==> config.mk <==
export PLATFORM = sky130hd
export DESIGN_NAME = insn_prefix_scan
export DESIGN_NICKNAME = d
export VERILOG_FILES = /design/src/rtl/insn_prefix_scan.sv
export SDC_FILE = /design/constraint.sdc
export NUM_CORES = 1
export LEC_CHECK = 0
export BUFFER_PORTS_ARGS = -buffer_cell sky130_fd_sc_hd__buf_2
export CAP_MARGIN = 10
export CORE_MARGIN = 3
export CORE_UTILIZATION = 55
export CTS_CLUSTER_DIAMETER = 80
export DETAILED_ROUTE_END_ITERATION = 10
export GPL_TIMING_DRIVEN = 1
export PLACE_DENSITY = 0.8
export SETUP_SLACK_MARGIN = 0.2
export SYNTH_ARGS = -nofsm -noshare
export SYNTH_HDL_FRONTEND = slang
export SYNTH_SLANG_ARGS = --single-unit
==> constraint.sdc <==
create_clock -name clk -period 3.7 [get_ports clk]
set_input_delay 1.11 -clock clk [delete_from_list [all_inputs] [get_ports clk]]
set_output_delay 1.11 -clock clk [all_outputs]
set_load 0.01 [all_outputs]
==> src/rtl/insn_prefix_scan.sv <==
module insn_prefix_scan #(
  parameter int MAX_LEN = 15
) (
  input  logic       clk,
  input  logic       rst_n,
  input  logic       byte_valid,
  input  logic [7:0] byte_in,
  input  logic [2:0] mode,
  output logic       out_valid,
  output logic [1:0] op_size,
  output logic [1:0] addr_size,
  output logic       rex_w,
  output logic       rex_r,
  output logic       rex_x,
  output logic       rex_b,
  output logic [2:0] seg_ovr,
  output logic [7:0] opcode,
  output logic       vex_esc,
  output logic       len_err
);
  localparam int CW = $clog2(MAX_LEN + 1);
  localparam logic [CW-1:0] LAST = CW'(MAX_LEN - 1);
  localparam logic [1:0] SZ16 = 2'd0, SZ32 = 2'd1, SZ64 = 2'd2;

  logic          p66_q, p67_q;
  logic [2:0]    seg_q;
  logic [3:0]    rex_q;
  logic [CW-1:0] cnt_q;

  wire m64 = (mode == 3'd4);
  wire m16 = (mode <= 3'd2);
  wire legacy_rm = (mode <= 3'd1);

  logic [2:0] seg_code;
  always_comb begin
    case (byte_in)
      8'h26:   seg_code = 3'd1;
      8'h2E:   seg_code = 3'd2;
      8'h36:   seg_code = 3'd3;
      8'h3E:   seg_code = 3'd4;
      8'h64:   seg_code = 3'd5;
      8'h65:   seg_code = 3'd6;
      default: seg_code = 3'd0;
    endcase
  end

  wire is_seg    = (seg_code != 3'd0);
  wire is_66     = (byte_in == 8'h66);
  wire is_67     = (byte_in == 8'h67);
  wire is_grp1   = (byte_in == 8'hF0) || (byte_in == 8'hF2) || (byte_in == 8'hF3);
  wire is_rex    = m64 && (byte_in[7:4] == 4'h4);
  wire is_legacy = is_seg || is_66 || is_67 || is_grp1;
  wire is_pfx    = is_legacy || is_rex;
  wire seg_take  = is_seg && !(m64 && seg_code <= 3'd4);

  logic [1:0] op_n, ad_n;
  always_comb begin
    if (m64 && rex_q[3])  op_n = SZ64;
    else if (m16)         op_n = p66_q ? SZ32 : SZ16;
    else                  op_n = p66_q ? SZ16 : SZ32;
    if (m64)              ad_n = p67_q ? SZ32 : SZ64;
    else if (m16)         ad_n = p67_q ? SZ32 : SZ16;
    else                  ad_n = p67_q ? SZ16 : SZ32;
  end

  wire [3:0] rex_out = m64 ? rex_q : 4'b0;
  wire [2:0] seg_out = (m64 && seg_q <= 3'd4) ? 3'd0 : seg_q;

  always_ff @(posedge clk) begin
    if (!rst_n) begin
      p66_q <= 1'b0; p67_q <= 1'b0; seg_q <= 3'd0; rex_q <= 4'd0; cnt_q <= '0;
      out_valid <= 1'b0; len_err <= 1'b0;
      op_size <= SZ16; addr_size <= SZ16;
      {rex_w, rex_r, rex_x, rex_b} <= 4'b0;
      seg_ovr <= 3'd0; opcode <= 8'h00; vex_esc <= 1'b0;
    end else begin
      out_valid <= 1'b0;
      len_err   <= 1'b0;
      if (byte_valid) begin
        if (is_pfx && cnt_q == LAST) begin
          len_err <= 1'b1;
          p66_q <= 1'b0; p67_q <= 1'b0; seg_q <= 3'd0; rex_q <= 4'd0; cnt_q <= '0;
        end else if (is_pfx) begin
          cnt_q <= cnt_q + 1'b1;
          if (is_66)    p66_q <= 1'b1;
          if (is_67)    p67_q <= 1'b1;
          if (seg_take) seg_q <= seg_code;
          rex_q <= is_rex ? byte_in[3:0] : 4'd0;
        end else begin
          out_valid <= 1'b1;
          op_size   <= op_n;
          addr_size <= ad_n;
          {rex_w, rex_r, rex_x, rex_b} <= rex_out;
          seg_ovr   <= seg_out;
          opcode    <= byte_in;
          vex_esc   <= !legacy_rm && (byte_in == 8'hC4 || byte_in == 8'hC5);
          p66_q <= 1'b0; p67_q <= 1'b0; seg_q <= 3'd0; rex_q <= 4'd0; cnt_q <= '0;
        end
      end
    end
  end
endmodule

### Yosys cells after proc, flatten, opt, wreduce, memory -nomap -nowiden

Cells that the tools add are included.

| word-level totals | value |
|---|---|
| flip-flop bits (word level) | 35 |
| bits in latches | 0 |
| RAM bits | 0 |
| memory bits (read-only) | 0 |
| memories kept | 0 |

| operators by class | value |
|---|---|
| add/sub/neg operators | 1 |
| multipliers | 0 |
| div/mod/pow operators | 0 |
| order comparisons | 4 |
| eq/ne operators | 19 |
| shift-type cells | 0 |
| mux-type cells | 28 |
| bitwise operators | 4 |
| reductions and logical operators | 23 |

Operators with widths:

| cell | number |
|---|---|
| $eq A8 B8 Y1 const B | 5 |
| $eq A8 B6 Y1 const B | 4 |
| $eq A8 B7 Y1 const B | 4 |
| $mux W4 | 6 |
| $pmux W3 S6 | 1 |
| $mux W1 | 14 |
| $mux W3 | 4 |
| $reduce_and A2 Y1 | 4 |
| $logic_and A1 B1 Y1 | 7 |
| $logic_or A1 B1 Y1 | 7 |
| $le A3 B3 Y1 const B | 2 |
| $mux W2 | 3 |
| $ne A3 B2 Y1 const B | 2 |
| $add A4 B1 Y4 const B | 1 |
| $eq A4 B3 Y1 const B | 1 |
| $eq A4 B4 Y1 const B | 1 |
| $not A1 Y1 | 4 |
| $eq A3 B3 Y1 const B | 1 |
| $le A3 B1 Y1 const B | 1 |
| $le A3 B2 Y1 const B | 1 |
| $ne A3 B1 Y1 const B | 1 |
| $reduce_and A3 Y1 | 1 |
| $reduce_bool A3 Y1 | 1 |
| $reduce_or A3 Y1 | 1 |
| $logic_not A1 Y1 | 2 |

### Depth between registers and ports, before layout

| depth | value |
|---|---|
| depth after elaboration | 10 |
| mapped depth | 8 |
| depth with buffers taken out | 6 |

### Worst setup path after synthesis

OpenSTA, ideal clock, no wires.

| path | value |
|---|---|
| path kind | input -> register |
| from | in mode[1] |
| to | reg addr_size[0] |
| arrival time | 2.700 ns |
| required time | 3.620 ns |
| setup slack | 0.920 ns |
| stages | 7 |
| path buffers | 3 |
| cell sequence | or3b_1 or4_1 buf_2 and4_4 buf_6 buf_12 a211oi_2 |

| between the ends | value |
|---|---|
| longest elaborated chain between the ends | 6 |
| elaborated cells between the ends (all ways) | 10 |
| classes of those cells | order compare: 1; eq/ne: 1; mux: 2; bitwise: 2; reduce/logical: 4 |

Ends and longest elaborated chain:

| element | line | text |
|---|---|---|
| start, declared | 8 | `input logic [2:0] mode,` |
| $eq A3 B3 Y1 | 30 | `wire m64 = (mode == 3'd4);` |
| $logic_and A1 B1 Y1 | 51 | `wire is_rex = m64 && (byte_in[7:4] == 4'h4);` |
| $logic_or A1 B1 Y1 | 53 | `wire is_pfx = is_legacy \|\| is_rex;` |
| $logic_and A1 B1 Y1 | 80 | `if (is_pfx && cnt_q == LAST) begin` |
| $not A1 Y1 (no source line) | -- |  |
| $reduce_and A3 Y1 (no source line) | -- |  |
| end signal, assigned | 92 | `addr_size <= ad_n;` |
| end, declared | 11 | `output logic [1:0] addr_size,` |

Several ways; a longest one is shown, not always the timed one.
A chain may end at the register's enable or synchronous reset.

### Final worst setup path

| path | value |
|---|---|
| from | in mode[1] |
| to | reg cnt_q[3] |

| between the ends | value |
|---|---|
| longest elaborated chain between the ends | 5 |
| elaborated cells between the ends (all ways) | 6 |
| classes of those cells | eq/ne: 1; mux: 2; reduce/logical: 3 |

Ends and longest elaborated chain:

| element | line | text |
|---|---|---|
| $eq A3 B3 Y1 (*) | 30 |  |
| $logic_and A1 B1 Y1 (*) | 51 |  |
| $logic_or A1 B1 Y1 (*) | 53 |  |
| $mux W4 / $logic_and A1 B1 Y1 (equally long branches) | 83, 80 |  |
| $mux W4 (*) | 80 |  |
| end signal, assigned | 84 | `cnt_q <= cnt_q + 1'b1;` |
| end, declared | 28 | `logic [CW-1:0] cnt_q;` |

Mark *: on every way between the ends. The rest lies on a longest branch, timed or not.

==> reports/results.txt <==
Post-route ant nets -> 0
Worst Hold Class -> reg2reg
Critical Path Fanout Max -> 9
CTS Buffer Depth -> 2
Area Growth Syn to Fin -> 13.3%
Final Util -> 0.677
Ant diodes -> 0
Crit Path Class -> in2reg
Worst VDD drop -> 0.000218 V
Synth Register Bits -> 34
Distinct cell type count after synthesis -> 43
Largest net degree at the start of global routing -> 24
Die Ht -> 61.4 um
RSZ-0062 raised after global routing -> false
GP Congestion -> 0.854
Fmax -> 380 MHz
All-Layer GR Usage -> 0.238
Power, Total -> 721 uW
First-pass GRT wire length -> 6520 um
Area leader, netlist -> dfxtp_1
Final worst-path cycle share -> 0.711
Syn Area/Cell -> 8.94 um^2
WL per Instance -> 15.7 um
Grt total ovfl -> 0
# rows -> 19
Top-area cell type share of the netlist area -> 0.403
Layout cell share with drive strength beyond 1 -> 0.218
Placed cell areas -> 1840 um^2
Fill cells -> 228
H-tree depth -> 2
Commonest cells post-synth -> 34 x dfxtp_1, 31 x nand2_1, 18 x mux2i_1, 9 x clkbuf_1, 8 x nor2_1
Final setup fails -> 0
Largest cells by area after synthesis -> dfxtp_1 40%, mux2i_1 11%, nand2_1 6.9%
Detailed Place HPWL -> 2820 um
Worst EP required -> 3950 ps
LEAKAGE -> 0.000793 uW
Die area -> 3770 um^2
Min Tclk post-route -> 2630 ps
Sequential fraction of the synthesis area -> 0.403
Clock transition at the registers of the reported paths -> 110 ps
Hold buffers post-CTS -> 0
Starting Density -> 0.597
Core area -> 2830 um^2
Final net count -> 235
Arr. time, crit path -> 2880 ps
PD cells -> 377 nW/um^2
CP Launch Type -> primary input
Vias per Instance -> 6.12
CTS Sinks -> 34
Clock latency on the worst-skew pair -> 350 ps
Gates resized, CTS repair -> 0
Post-Synthesis Cells -> 189
Post-Syn Nets -> 205
Top-level I/O count -> 36
Final hold slack -> 457 ps
Slew @ Worst Pin -> 567 ps
Relative slew margins -> 0.622
Initial DRC Count -> 87
Setup TNS -> 0 ps
Most common cell in the netlist -> dfxtp_1
Mapped cell area -> 1690 um^2
Final WL -> 3950 um
Die Span X -> 61.4 um
Async SR Flop Fraction -> 0
Number of enable flip-flop cells after synthesis -> 0
CTS tree -> done
Final Skew -> 11.2 ps
Vias in the first global route -> 1421
Max Slew Vio Count -> 0
First-pass DRT Iterations -> 4
Final hold vios -> 0
Max Cap Viol -> 0
Fin area -> 1910 um^2
Synthesis Warnings -> 0
CTS Buf Count -> 5
Clock root buffer -> clkbuf_4
Via count -> 1536
# Post-CTS Setup Buffers -> 0
IO buf count -> 35
Critical path endpoint category -> flop
Initial antenna violation count -> 0
DR DRC count -> 0
Status -> finished clean
Top_reg_cell synth -> dfxtp_1
==> stage by stage <==
stage / setup slack [ps] / std cells
2_1_floorplan: 920 / 189
3_3_place_gp: 811 / 243
3_5_place_dp: 749 / 243
4_1_cts: 1100 / 251
5_1_grt: 989 / 251
6_report: 1070 / 251
==> worst paths after layout <==
| path | slack [ps] | startpoint | depth (start not counted) | to |
|---|---|---|---|---|
| max | 1070 | mode[1] | 5 | cnt_q[3] |
| max reg2reg | 2150 | cnt_q[0] | 6 | rex_q[3] |
| min reg2reg | 460 | addr_size[1] | 2 | addr_size[1] |
| min | 460 | addr_size[1] | 2 | addr_size[1] |
==> critical path: stages <==
cell      delay [ps]
buf_2            130
or3b_1           440
or4_1            610
a31o_1           330
a211oi_1         270
==> layout by cell type (no fill, tap or decap), types with 4 or more instances in the layout <==
| cell type | count |
|---|---|
| buf_2 | 35 |
| dfxtp_1 | 34 |
| nand2_1 | 31 |
| mux2i_1 | 18 |
| nor2_1 | 8 |
| nand3_1 | 7 |
| nor4_1 | 6 |
| nand4_1 | 5 |
| nand3b_1 | 5 |
| clkbuf_4 | 5 |
| nand2b_1 | 4 |
| a21oi_1 | 4 |
| o211ai_1 | 4 |
| a22o_1 | 4 |
| o21ai_0 | 4 |
==> flip-flops by register name (all words and copies together) (netlist names) <==
register	count
addr_size	2
cnt_q	4
len_err	1
op_size	2
opcode	8
out_valid	1
p66_q	1
p67_q	1
rex_b	1
rex_q	4
rex_r	1
rex_x	1
seg_ovr	3
seg_q	3
vex_esc	1
==> power by group <==
group / switching (uW) / leakage (uW) / internal, uW
registers: 4.90 / 0.000276 / 375
logic: 53.5 / 0.000472 / 33.0
clock network: 125 / 0.0000446 / 130
total: 183 / 0.000793 / 538
==> layer usage <==
metal,up-vias,part of all wire,routed length (um),track usage
met5,-,0,0,0
met4,0,0.015,60,0.103
li1,751,-,-,-
met2,57,0.48,1890,0.384
met3,7,0.067,263,0.0734
met1,721,0.44,1730,0.294
==> layout make-up <==
type	instances	area, um^2	share of cell area
timing repair buffer	37	190	0.0993
sequential	34	681	0.356
tap	31	38.8	0.0203
multi-input combinational	137	911	0.476
clock buffer	8	78.8	0.0412
inverter	4	15.0	0.00784
==> cells by family (layout without fill, tap and decap cells) <==
group | Yosys count | after routing | synth area share
compound gates | 30 | 30 | 0.135
mux | 18 | 18 | 0.107
buf+inv | 18 | 49 | 0.0578
fa+ha+maj | 2 | 2 | 0.0148
flops | 34 | 34 | 0.403
xor+xnor | 5 | 5 | 0.0259
simple gates | 82 | 82 | 0.257
No activity file was read; power rests on OpenSTA's default activity.
